==> src/rtl/etc_pkg.sv <==
package etc_pkg;
  localparam int CNT_W = 8;
  localparam int REG_W = 16;

  typedef struct packed {
    logic             pkt;
    logic             link;
    logic             dinc;
    logic             sinc;
    logic             word;
    logic [CNT_W-1:0] cnt;
  } chan_ctrl_t;

  typedef enum logic [1:0] {ACT_NONE, ACT_MOVE, ACT_IRQ} act_e;
  typedef enum logic {ST_IDLE, ST_MOVE} eng_st_e;

  localparam logic [1:0] OFF_CTRL = 2'd0;
  localparam logic [1:0] OFF_SRC  = 2'd1;
  localparam logic [1:0] OFF_DST  = 2'd2;
  localparam logic [1:0] OFF_CNT2 = 2'd3;
endpackage

==> src/rtl/etc_arbiter.sv <==
module etc_arbiter #(
  parameter int N = 8,
  localparam int IW = $clog2(N)
) (
  input  logic [N-1:0]  pend,
  output logic          any,
  output logic [IW-1:0] idx
);
  // lowest pending channel wins
  always_comb begin
    any = |pend;
    idx = '0;
    for (int i = N - 1; i >= 0; i--) begin
      if (pend[i]) idx = IW'(i);
    end
  end
endmodule

==> src/rtl/etc_regfile.sv <==
module etc_regfile
  import etc_pkg::*;
#(
  parameter int          NCH      = 8,
  parameter int          PW       = 16,
  parameter logic [7:0]  PKT_MASK = 8'h05,
  localparam int         RA       = $clog2(NCH * 4 + 1),
  localparam int         NP       = NCH / 2,
  localparam int         CW       = $clog2(NCH)
) (
  input  logic                 clk,
  input  logic                 rst_n,
  input  logic                 sw_we,
  input  logic [RA-1:0]        sw_addr,
  input  logic [REG_W-1:0]     sw_wdata,
  input  logic                 hw_we,
  input  logic [CW-1:0]        hw_ch,
  input  logic [CNT_W-1:0]     hw_cnt,
  input  logic [PW-1:0]        hw_src,
  input  logic [PW-1:0]        hw_dst,
  input  logic [CNT_W-1:0]     hw_cnt2,
  input  logic [NP-1:0]        hw_link_set,
  output chan_ctrl_t           ctrl [NCH],
  output logic [PW-1:0]        src  [NCH],
  output logic [PW-1:0]        dst  [NCH],
  output logic [CNT_W-1:0]     cnt2 [NCH],
  output logic [NP-1:0]        link_en,
  output logic [NP-1:0]        link_req,
  output logic [REG_W-1:0]     rdata
);
  localparam logic [RA-1:0] LINK_ADDR = RA'(NCH * 4);

  logic unused_wdata;
  assign unused_wdata = ^sw_wdata[REG_W-1:13];

  for (genvar c = 0; c < NCH; c++) begin : g_ch
    localparam logic [RA-1:0] BASE = RA'(c * 4);
    logic       sel_ctrl, sel_src, sel_dst, hw_hit;
    chan_ctrl_t ctrl_q;
    logic [PW-1:0] src_q, dst_q;

    assign sel_ctrl = sw_we && (sw_addr == (BASE | RA'(OFF_CTRL)));
    assign sel_src  = sw_we && (sw_addr == (BASE | RA'(OFF_SRC)));
    assign sel_dst  = sw_we && (sw_addr == (BASE | RA'(OFF_DST)));
    assign hw_hit   = hw_we && (hw_ch == CW'(c));

    always_ff @(posedge clk or negedge rst_n) begin
      if (!rst_n) begin
        ctrl_q <= '0;
        src_q  <= '0;
        dst_q  <= '0;
      end else begin
        if (sel_ctrl)
          ctrl_q <= {PKT_MASK[c] & sw_wdata[12], sw_wdata[11:8], sw_wdata[CNT_W-1:0]};
        else if (hw_hit)
          ctrl_q.cnt <= hw_cnt;
        if (sel_src)     src_q <= sw_wdata[PW-1:0];
        else if (hw_hit) src_q <= hw_src;
        if (sel_dst)     dst_q <= sw_wdata[PW-1:0];
        else if (hw_hit) dst_q <= hw_dst;
      end
    end

    assign ctrl[c] = ctrl_q;
    assign src[c]  = src_q;
    assign dst[c]  = dst_q;

    if (PKT_MASK[c]) begin : g_cnt2
      logic [CNT_W-1:0] cnt2_q;
      logic sel_cnt2;
      assign sel_cnt2 = sw_we && (sw_addr == (BASE | RA'(OFF_CNT2)));
      always_ff @(posedge clk or negedge rst_n) begin
        if (!rst_n)        cnt2_q <= '0;
        else if (sel_cnt2) cnt2_q <= sw_wdata[CNT_W-1:0];
        else if (hw_hit)   cnt2_q <= hw_cnt2;
      end
      assign cnt2[c] = cnt2_q;
    end else begin : g_no_cnt2
      assign cnt2[c] = '0;
    end
  end

  for (genvar p = 0; p < NP; p++) begin : g_pair
    logic en_q, req_q, sel_link;
    assign sel_link = sw_we && (sw_addr == LINK_ADDR);
    always_ff @(posedge clk or negedge rst_n) begin
      if (!rst_n) begin
        en_q  <= 1'b0;
        req_q <= 1'b0;
      end else if (sel_link) begin
        en_q  <= sw_wdata[4*p];
        req_q <= sw_wdata[4*p+1] | hw_link_set[p];
      end else begin
        req_q <= req_q | hw_link_set[p];
      end
    end
    assign link_en[p]  = en_q;
    assign link_req[p] = req_q;
  end

  logic [CW-1:0] rd_ch;
  assign rd_ch = CW'(sw_addr >> 2);

  always_comb begin
    rdata = '0;
    if (sw_addr < LINK_ADDR) begin
      case (sw_addr[1:0])
        OFF_CTRL: rdata = REG_W'(ctrl[rd_ch]);
        OFF_SRC:  rdata = REG_W'(src[rd_ch]);
        OFF_DST:  rdata = REG_W'(dst[rd_ch]);
        default:  rdata = REG_W'(cnt2[rd_ch]);
      endcase
    end else if (sw_addr == LINK_ADDR) begin
      for (int p = 0; p < NP; p++) begin
        rdata[4*p]   = link_en[p];
        rdata[4*p+1] = link_req[p];
      end
    end
  end
endmodule

==> src/rtl/etc_engine.sv <==
module etc_engine
  import etc_pkg::*;
#(
  parameter int          NCH      = 8,
  parameter int          PW       = 16,
  parameter logic [7:0]  PKT_MASK = 8'h05,
  localparam int         NP       = NCH / 2,
  localparam int         CW       = $clog2(NCH)
) (
  input  logic                 clk,
  input  logic                 rst_n,
  input  logic                 any,
  input  logic [CW-1:0]        sel,
  input  chan_ctrl_t           ctrl [NCH],
  input  logic [PW-1:0]        src  [NCH],
  input  logic [PW-1:0]        dst  [NCH],
  input  logic [CNT_W-1:0]     cnt2 [NCH],
  input  logic                 mv_ready,
  output logic [NCH-1:0]       clr,
  output logic                 mv_valid,
  output logic [PW-1:0]        mv_src,
  output logic [PW-1:0]        mv_dst,
  output logic                 mv_word,
  output logic                 hw_we,
  output logic [CW-1:0]        hw_ch,
  output logic [CNT_W-1:0]     hw_cnt,
  output logic [PW-1:0]        hw_src,
  output logic [PW-1:0]        hw_dst,
  output logic [CNT_W-1:0]     hw_cnt2,
  output logic [NP-1:0]        hw_link_set,
  output logic [NCH-1:0]       irq
);
  eng_st_e         state_q;
  logic [CW-1:0]   tgt_q;
  logic            pkt_q, hand_q, word_q;
  logic [PW-1:0]   src_q, dst_q;
  logic [NCH-1:0]  irq_q;

  act_e            act;
  logic [CW-1:0]   tgt, partner;
  logic            pkt_sel, hand;

  assign partner = sel ^ CW'(1);

  // decide what the lowest pending request turns into
  always_comb begin
    act     = ACT_NONE;
    tgt     = sel;
    pkt_sel = 1'b0;
    hand    = 1'b0;
    if (state_q == ST_IDLE && any) begin
      if (PKT_MASK[sel] && ctrl[sel].pkt) begin
        pkt_sel = 1'b1;
        act     = (cnt2[sel] != '0) ? ACT_MOVE : ACT_IRQ;
      end else if (ctrl[sel].cnt != '0) begin
        act = ACT_MOVE;
      end else if (ctrl[sel].link && ctrl[partner].cnt != '0) begin
        act  = ACT_MOVE;
        tgt  = partner;
        hand = 1'b1;
      end else begin
        act = ACT_IRQ;
      end
    end
  end

  always_comb begin
    clr = '0;
    if (act != ACT_NONE) clr[sel] = 1'b1;
  end

  logic          done;
  logic [PW-1:0] step;
  chan_ctrl_t    tc;

  assign done = (state_q == ST_MOVE) && mv_ready;
  assign step = word_q ? PW'(2) : PW'(1);
  assign tc   = ctrl[tgt_q];

  assign hw_we   = done;
  assign hw_ch   = tgt_q;
  assign hw_cnt  = pkt_q ? tc.cnt : tc.cnt - CNT_W'(1);
  assign hw_cnt2 = pkt_q ? cnt2[tgt_q] - CNT_W'(1) : cnt2[tgt_q];
  assign hw_src  = tc.sinc ? src[tgt_q] + step : src[tgt_q];
  assign hw_dst  = tc.dinc ? dst[tgt_q] + step : dst[tgt_q];

  always_comb begin
    hw_link_set = '0;
    if (done && hand_q) hw_link_set[tgt_q >> 1] = 1'b1;
  end

  logic fire;
  assign fire = pkt_q ? (cnt2[tgt_q] == CNT_W'(1))
                      : (tc.cnt == CNT_W'(1) && !tc.link);

  always_ff @(posedge clk or negedge rst_n) begin
    if (!rst_n) begin
      state_q <= ST_IDLE;
      tgt_q   <= '0;
      pkt_q   <= 1'b0;
      hand_q  <= 1'b0;
      word_q  <= 1'b0;
      src_q   <= '0;
      dst_q   <= '0;
      irq_q   <= '0;
    end else begin
      irq_q <= '0;
      if (act == ACT_IRQ) irq_q[sel] <= 1'b1;
      if (done && fire)   irq_q[tgt_q] <= 1'b1;
      if (act == ACT_MOVE) begin
        state_q <= ST_MOVE;
        tgt_q   <= tgt;
        pkt_q   <= pkt_sel;
        hand_q  <= hand;
        word_q  <= ctrl[tgt].word;
        src_q   <= src[tgt];
        dst_q   <= dst[tgt];
      end else if (done) begin
        state_q <= ST_IDLE;
      end
    end
  end

  assign mv_valid = (state_q == ST_MOVE);
  assign mv_src   = src_q;
  assign mv_dst   = dst_q;
  assign mv_word  = word_q;
  assign irq      = irq_q;
endmodule

==> src/rtl/etc_link_xfer.sv <==
module etc_link_xfer
  import etc_pkg::*;
#(
  parameter int          NCH      = 8,
  parameter int          PW       = 16,
  parameter logic [7:0]  PKT_MASK = 8'h05,
  localparam int         RA       = $clog2(NCH * 4 + 1),
  localparam int         NP       = NCH / 2,
  localparam int         CW       = $clog2(NCH)
) (
  input  logic             clk,
  input  logic             rst_n,
  input  logic             reg_we,
  input  logic [RA-1:0]    reg_addr,
  input  logic [REG_W-1:0] reg_wdata,
  output logic [REG_W-1:0] reg_rdata,
  input  logic [NCH-1:0]   svc_req,
  output logic             mv_valid,
  input  logic             mv_ready,
  output logic [PW-1:0]    mv_src,
  output logic [PW-1:0]    mv_dst,
  output logic             mv_word,
  output logic [NCH-1:0]   chan_irq,
  output logic [NP-1:0]    link_irq
);
  chan_ctrl_t       ctrl [NCH];
  logic [PW-1:0]    src  [NCH];
  logic [PW-1:0]    dst  [NCH];
  logic [CNT_W-1:0] cnt2 [NCH];
  logic [NP-1:0]    link_en, link_req, hw_link_set;
  logic             hw_we, any;
  logic [CW-1:0]    hw_ch, sel;
  logic [CNT_W-1:0] hw_cnt, hw_cnt2;
  logic [PW-1:0]    hw_src, hw_dst;
  logic [NCH-1:0]   pend_q, clr;

  // pending requests: a new request outranks the clear of the same cycle
  always_ff @(posedge clk or negedge rst_n) begin
    if (!rst_n) pend_q <= '0;
    else        pend_q <= (pend_q & ~clr) | svc_req;
  end

  etc_arbiter #(.N(NCH)) u_arb (
    .pend (pend_q),
    .any  (any),
    .idx  (sel)
  );

  etc_regfile #(.NCH(NCH), .PW(PW), .PKT_MASK(PKT_MASK)) u_regs (
    .clk         (clk),
    .rst_n       (rst_n),
    .sw_we       (reg_we),
    .sw_addr     (reg_addr),
    .sw_wdata    (reg_wdata),
    .hw_we       (hw_we),
    .hw_ch       (hw_ch),
    .hw_cnt      (hw_cnt),
    .hw_src      (hw_src),
    .hw_dst      (hw_dst),
    .hw_cnt2     (hw_cnt2),
    .hw_link_set (hw_link_set),
    .ctrl        (ctrl),
    .src         (src),
    .dst         (dst),
    .cnt2        (cnt2),
    .link_en     (link_en),
    .link_req    (link_req),
    .rdata       (reg_rdata)
  );

  etc_engine #(.NCH(NCH), .PW(PW), .PKT_MASK(PKT_MASK)) u_eng (
    .clk         (clk),
    .rst_n       (rst_n),
    .any         (any),
    .sel         (sel),
    .ctrl        (ctrl),
    .src         (src),
    .dst         (dst),
    .cnt2        (cnt2),
    .mv_ready    (mv_ready),
    .clr         (clr),
    .mv_valid    (mv_valid),
    .mv_src      (mv_src),
    .mv_dst      (mv_dst),
    .mv_word     (mv_word),
    .hw_we       (hw_we),
    .hw_ch       (hw_ch),
    .hw_cnt      (hw_cnt),
    .hw_src      (hw_src),
    .hw_dst      (hw_dst),
    .hw_cnt2     (hw_cnt2),
    .hw_link_set (hw_link_set),
    .irq         (chan_irq)
  );

  assign link_irq = link_en & link_req;
endmodule

==> config.mk <==
export PLATFORM = sky130hd
export DESIGN_NAME = etc_link_xfer
export DESIGN_NICKNAME = d
export VERILOG_FILES = /design/src/rtl/etc_pkg.sv /design/src/rtl/etc_arbiter.sv /design/src/rtl/etc_regfile.sv /design/src/rtl/etc_engine.sv /design/src/rtl/etc_link_xfer.sv
export SDC_FILE = /design/constraint.sdc
export NUM_CORES = 1
export LEC_CHECK = 0
export BUFFER_PORTS_ARGS = -buffer_cell sky130_fd_sc_hd__clkbuf_2
export CORE_UTILIZATION = 30
export CTS_CLUSTER_DIAMETER = 30
export CTS_CLUSTER_SIZE = 20
export DETAILED_ROUTE_END_ITERATION = 10
export GPL_TIMING_DRIVEN = 0
export PLACE_DENSITY_LB_ADDON = 0.15
export SYNTH_ARGS = -nofsm -noshare
export SYNTH_HDL_FRONTEND = slang
export SYNTH_SLANG_ARGS = --single-unit
==> constraint.sdc <==
create_clock -name clk -period 6.1 [get_ports clk]
set_clock_uncertainty 0.2 [all_clocks]
set_input_delay 0.305 -clock clk [delete_from_list [all_inputs] [get_ports clk]]
set_output_delay 0.305 -clock clk [all_outputs]
set_load 0.01 [all_outputs]
== Word-level counts from Yosys, hierarchy flattened ==
Memories as Yosys holds them, arrays and structs flattened.
Index checks and enable logic that the tools add are counted.
Word-level totals
  register bits: 433
  ROM bits: 8
  bits of input ports: 34
  output and inout port bits: 62
  word-level logic and storage cells: 387
  memories kept: 1
Cells by class
  add/sub/neg operators: 4
  $lt $le $gt $ge: 12
  eq/ne operators: 39
  multiplexer cells: 153
  bitwise operators: 20
  reduce and logical (&&, ||, !) cells: 81
Memories
  (name not given): depth 8, bits a word 1, read ports 1, clocked after Yosys merged registers in 0, write ports 0, line etc_engine.sv:52  | if (PKT_MASK[sel] && ctrl[sel].pkt) begin
Operator list (count)
  $mux 16: 46
  $bmux 16 s3: 6
  $mux 8: 33
  $bmux 13 s3: 5
  $bmux 8 s3: 3
  $eq 6x5->1 const B: 12
  $reduce_bool 2->1: 28
  $mux 13: 4
  $pmux 16 s3: 1
  $logic_and 1x1->1: 45
  $eq 6x4->1 const B: 7
  $mux 2: 18
  $add 16x16->16: 2
  $mux 12: 2
  $mux 3: 8
  $reduce_bool 8->1: 3
  $mux 1: 21
  $ge 4x4->1 const B: 5
  $not 3->4: 5
  $eq 6x3->1 const B: 3
  $mux 9: 2
  $eq 8x1->1 const B: 2
  $or 8x8->8: 2
  $sub 8x1->8 const B: 2
  other kinds (26): 44

== Longest topological paths before layout ==
  depth after elaboration: 24
  depth in mapped cells: 17
  depth with buffers taken out: 12

== By module ==
A second synthesis with hierarchy kept.
Second synthesis, totals
  cell total of the unflattened synthesis: 2846
  area total of the unflattened synthesis: 29814.8 sq um
By module, submodules not included
  etc_regfile: instances 1, cells each 2047, area each 21102.7 sq um, sequential area each 9459.1 sq um
  etc_engine: instances 1, cells each 758, area each 8315.5 sq um, sequential area each 1176.1 sq um
  etc_link_xfer: instances 1, cells each 28, area each 315.3 sq um, sequential area each 200.2 sq um
  etc_arbiter: instances 1, cells each 13, area each 81.3 sq um, sequential area each 0.0 sq um

== Worst setup path after synthesis ==
No wires, ideal clock.
  kind: flip-flop to flip-flop
  start: register u_eng.tgt_q[1], in the netlist u_eng.hw_ch[1]
  end: register u_regs.g_ch[6].src_q[15]
  setup time: 83 ps
  arrival: 4121 ps
  required time: 5817 ps
  path slack: 1696 ps
  stages on the path, launching flop included: 18
  path buffers: 6
  period minus slack after synthesis: 4404 ps
  cell sequence: dfrtp_1 buf_2 buf_2 buf_2 buf_2 buf_2 buf_4 mux4_2 mux2i_1 inv_1 ha_1 a21oi_1 nor3_1 nand3_1 nor4_1 xnor2_1 mux2i_1 o21ai_0
On the way
  word-level cells in the longest chain between the ends: 8
  elaborated cells between the ends (all ways): 14
  those cells by class: add/sub (1); eq/ne (1); mux (9); bitwise (1); reduce/logical (2)
Ends and longest elaborated chain
  start: declaration: line etc_engine.sv:34  | logic [CW-1:0] tgt_q;
  start signal: assignment: line etc_engine.sv:112  | tgt_q <= tgt;
  $not 3->4 (implied by the code): line etc_engine.sv:78, etc_engine.sv:84
  $bmux 16 s3: line etc_engine.sv:84  | assign hw_src = tc.sinc ? src[tgt_q] + step : src[tgt_q];
  $mux 16 (implied by the code) (2 in a row): line etc_engine.sv:84
  $add 16x16->16: line etc_engine.sv:84
  $mux 16: line etc_engine.sv:84
  $mux 16: line etc_regfile.sv:58  | else if (hw_hit) src_q <= hw_src;
  $mux 16: line etc_regfile.sv:57  | if (sel_src) src_q <= sw_wdata[PW-1:0];
  end signal: assignment: line etc_regfile.sv:57
  end signal: assignment: line etc_regfile.sv:58
  end: declaration: line etc_regfile.sv:40  | logic [PW-1:0] src_q, dst_q;
Parallel ways exist; a longest one is shown, timed or not. The select of a mux whose other input is x is not followed.
A chain may end at the register's enable or synchronous reset.

== Worst setup path after layout ==
  start: register u_eng.tgt_q[2], in the netlist u_eng.hw_ch[2]
  end: register u_regs.g_ch[7].src_q[15]
On the way
  word-level cells in the longest chain between the ends: 8
  elaborated cells between the ends (all ways): 14
  those cells by class: add/sub (1); eq/ne (1); mux (9); bitwise (1); reduce/logical (2)
Ends and longest elaborated chain (line)
  $not 3->4 (implied by the code): etc_engine.sv:78, etc_engine.sv:84
  $bmux 16 s3: etc_engine.sv:84
  $mux 16 (implied by the code) (2 in a row): etc_engine.sv:84
  $add 16x16->16: etc_engine.sv:84
  $mux 16: etc_engine.sv:84
  $mux 16: etc_regfile.sv:58
  $mux 16: etc_regfile.sv:57
  end signal: assignment: etc_regfile.sv:57
  end signal: assignment: etc_regfile.sv:58
  end: declaration: etc_regfile.sv:40
Parallel ways exist; a longest one is shown, timed or not. The select of a mux whose other input is x is not followed.

==> results by group <==
Synthesis
  • Synth top area cells: dfrtp_1, mux4_2, mux2i_1, nand2_1, o21ai_0
  • Mean Syn Cell Area: 9.85 um2
  • Area leader, netlist: dfrtp_1
  • Syn Nets: 2941
  • Synthesized area: 28500 um2
  • Main synth FF type: dfrtp_1
  • Sequential-to-total area share from yosys stat: 38.0%
  • Post-synth EDFFs: 0
  • Unique masters post-synth: 69
  • Cell count after synthesis: 2897
  • Synth warn: 0
  • Synth top area share: 38.0%
  • Asr flop ratio synth: 100%
  • #FFs+latches synth: 433

Placed design
  • DP HPWL: 122 mm
  • IO buf count: 77
  • Placement Cell Area: 30700 um2
  • Placed Cells incl. Taps: 4235
  • Placer congestion estimate: 1.01

Global routing
  • Initial antenna violation count: 8
  • Largest net degree at the start of global routing: 105
  • First-pass GRT wire length: 237 mm
  • Total gr overflow: 0
  • Vias in the first global route: 27.8k
  • GRT Util Overall: 36.4%

Clock tree
  • Worst-path clk slew: 0.04 ns
  • Setup Buffers After CTS: 0
  • Clk_lat worst skew: 0.73 ns
  • CTS Root Buffer Type: clkbuf_16
  • Clock Path Buffers: 3
  • CTS tree: yes
  • Num CTS Buffers: 138
  • H-tree depth: 4
  • Clock Sinks: 433

Routing
  • DRC: 0
  • Number of DRC markers in iteration 0: 5413
  • WL per Instance: 39.1 um
  • DRT Wirelength: 176 mm
  • ANT nets after route: 0
  • Initial DRT Pass Iterations: 7
  • Vias: 29.1k
  • Number of vias per cell: 6.46

Final layout
  • Synth-to-Final Area Change: 25.3%
  • Non-Filler Instances: 4499
  • Fin area: 35800 um2
  • Fin nets: 3178
  • Share of cells above drive strength 1: 22.6%

Timing
  • Slew @ Worst Pin: 1.72 ns
  • RSZ-0062 raised after global routing: false
  • Final period utilization: 98.4%
  • F_max: 0.167 GHz
  • Max-Slew Margin vs Limit: -14.4%
  • Slew Limit Fails: 131
  • Hold_ws: 0.0455 ns
  • # setup viols final: 0
  • Final Hold Fails: 0
  • Min Tclk post-route: 6.01 ns

Worst setup path
  • CP max stage delay: 0.63 ns
  • Startpoint Class: flip-flop
  • Largest delay share family, worst path: buffers and inverters
  • Required @ worst endpoint: 6.51 ns
  • CP Class: reg -> reg
  • CP Cell Sequence: buf_2 > buf_6 > buf_4 > buf_4 > mux2i_1 > inv_1 > ha_1 > a21oi_1 > nor3_2 > nand3_1 > nor4_1 > xnor2_1 > mux2i_1 > o21ai_0
  • CP bufs+invs: 5
  • Critical-path top delay cell: dfrtp_1
  • Crit path DAT: 6.42 ns
  • Critical Path Sink Type: flip-flop
  • Worst Path Max Fanout: 19

Floorplanning
  • Std cell rows: 112
  • Die Y: 310 um
  • Core Region: 93700 um2
  • Starting Density: 30.4%
  • Die width: 310 um
  • # IOs: 96
  • Die area: 96400 um2

Status
  • Status: finished with violations
  • Failing checks: capacitance limit, slew limit

Hold path
  • HP Class: in -> async

Power
  • Worst IR Drop VDD: 0.307 mV
  • Power per cell area: 522 nW/um2
  • Pleak: 14.6 nW

Job
  • Max-Cap Viols: 12
[logic make-up after synthesis]
| group | synth area share [%] |
|---|---|
| simple gates | 12.9 |
| compound gates | 15.2 |
| mux | 28.0 |
| flops | 38.0 |
| buf+inv | 4.37 |
| xor+xnor | 1.17 |
| fa+ha+maj | 0.491 |
[state kept, by name (all words and copies together), names as in the netlist]
signal,flops
u_eng.mv_valid,1
u_regs.g_ch.dst_q,128
u_regs.ctrl,98
u_eng.mv_word,1
pend_q,8
u_regs.g_ch.g_cnt2.cnt2_q,16
u_eng.mv_src,16
u_eng.irq,8
u_eng.mv_dst,16
u_regs.g_pair.en_q,4
u_eng.pkt_q,1
u_regs.g_ch.src_q,128
u_regs.g_pair.req_q,4
u_eng.hw_ch,3
u_eng.hand_q,1
[worst register-to-register path: stages, from the launching register on]
cell and delay (ns):
dfrtp_1 0.63, buf_2 0.55, buf_6 0.51, buf_4 0.60, buf_4 0.44, mux2i_1 0.36, inv_1 0.09, ha_1 0.29
a21oi_1 0.13, nor3_2 0.52, nand3_1 0.33, nor4_1 0.50, xnor2_1 0.38, mux2i_1 0.15, o21ai_0 0.22
[stage by stage]
| stage | setup WS (ns) | power [mW] | TNS [ns] | utilization, % |
|---|---|---|---|---|
| after detailed placement | -1.23 | 10.8 | -138.43 | 32.7 |
| after CTS | 0.0455 | 18.4 | 0 | 38.1 |
| after floorplan | 1.70 | 8.15 | 0 | - |
| final | 0.0948 | 18.6 | 0 | 38.1 |
| after global placement | -6.39 | 10.7 | -2864.77 | 32.5 |
| after global routing | 0.0146 | 19.1 | 0 | 38.1 |
[synth_stat cells, types with 9 or more instances]
master / n
nand2_1: 447
dfrtp_1: 433
nor2_1: 309
o21ai_0: 275
mux2i_1: 219
a21oi_1: 196
clkbuf_1: 195
mux4_2: 183
mux2_2: 105
a222oi_1: 68
a31oi_1: 45
buf_2: 35
a31oi_2: 29
mux2_4: 29
nor3_1: 29
buf_1: 28
xor2_1: 22
nand3_1: 19
xnor2_1: 16
a22oi_1: 15
inv_1: 15
buf_4: 13
nor4_1: 13
o22ai_1: 12
or3_1: 12
or4_1: 12
a21o_1: 9
nand2b_1: 9
[layer usage]
layer  GRT usage [%]  vias to the layer above  part of all wire (%)
met4            25.8                       10                   7.7
met2            50.3                     2591                    41
met5               0                        -                  0.12
met3            13.6                      578                    14
li1                -                    11198                     -
met1            46.5                    14690                    37
[final cells by class]
cell class                      instances  area [um2]
Multi-Input combinational cell       2172       16500
Tap cell                             1254        1570
Antenna cell                            6        15.0
Timing Repair Buffer                  102         743
Buffer                                271        1190
Inverter                               16        60.1
Sequential cell                       433       10800
Fill cell                            9231       58000
Clock inverter                         57         910
Clock buffer                          188        3940
[worst paths after layout]
kind,startpoint,endpoint,slack [ns],cells past startpoint
worst max-delay path,u_eng.hw_ch[2],u_regs.g_ch[7].src_q[15],0.09,14
worst min-delay path,rst_n,u_regs.g_ch[2].g_cnt2.cnt2_q[7],0.05,3
worst max register to register,u_eng.hw_ch[2],u_regs.g_ch[7].src_q[15],0.09,14
worst min register to register,u_regs.g_pair[0].en_q,u_regs.g_pair[0].en_q,0.33,1
max in group asynchronous,rst_n,u_regs.g_ch[5].src_q[8],3.75,6
min in group clk,reg_wdata[13],u_regs.g_ch[6].dst_q[13],0.06,3
[repair_timing]
| item | CTS | global route |
|---|---|---|
| gates resized for setup | 10 | 0 |
| endpoints found under the hold margin | 191 | 0 |
| endpoints found under the setup margin | 221 | 0 |
| hold buffers | 17 | 0 |
[power by group]
group / switching [mW] / total [mW] / internal (mW)
Sequential: 0.990 / 4.68 / 3.69
Combinational: 4.10 / 6.46 / 2.36
Clock: 2.24 / 7.51 / 5.28
[cell usage in the layout (no fill, tap or decap), types with 26 or more instances in the layout]
cell	synthesis	final
clkbuf_16	0	142
o21ai_0	275	275
nand2_1	447	447
dfrtp_1	433	433
a31oi_1	45	45
nor3_1	29	26
clkbuf_2	0	84
buf_2	35	29
clkbuf_1	195	215
a31oi_2	29	29
a222oi_1	68	68
mux4_2	183	183
mux2_4	29	29
a21oi_1	196	196
nor2_1	309	309
mux2i_1	219	218
mux2_2	105	105
(Power assumes the default switching activity.)
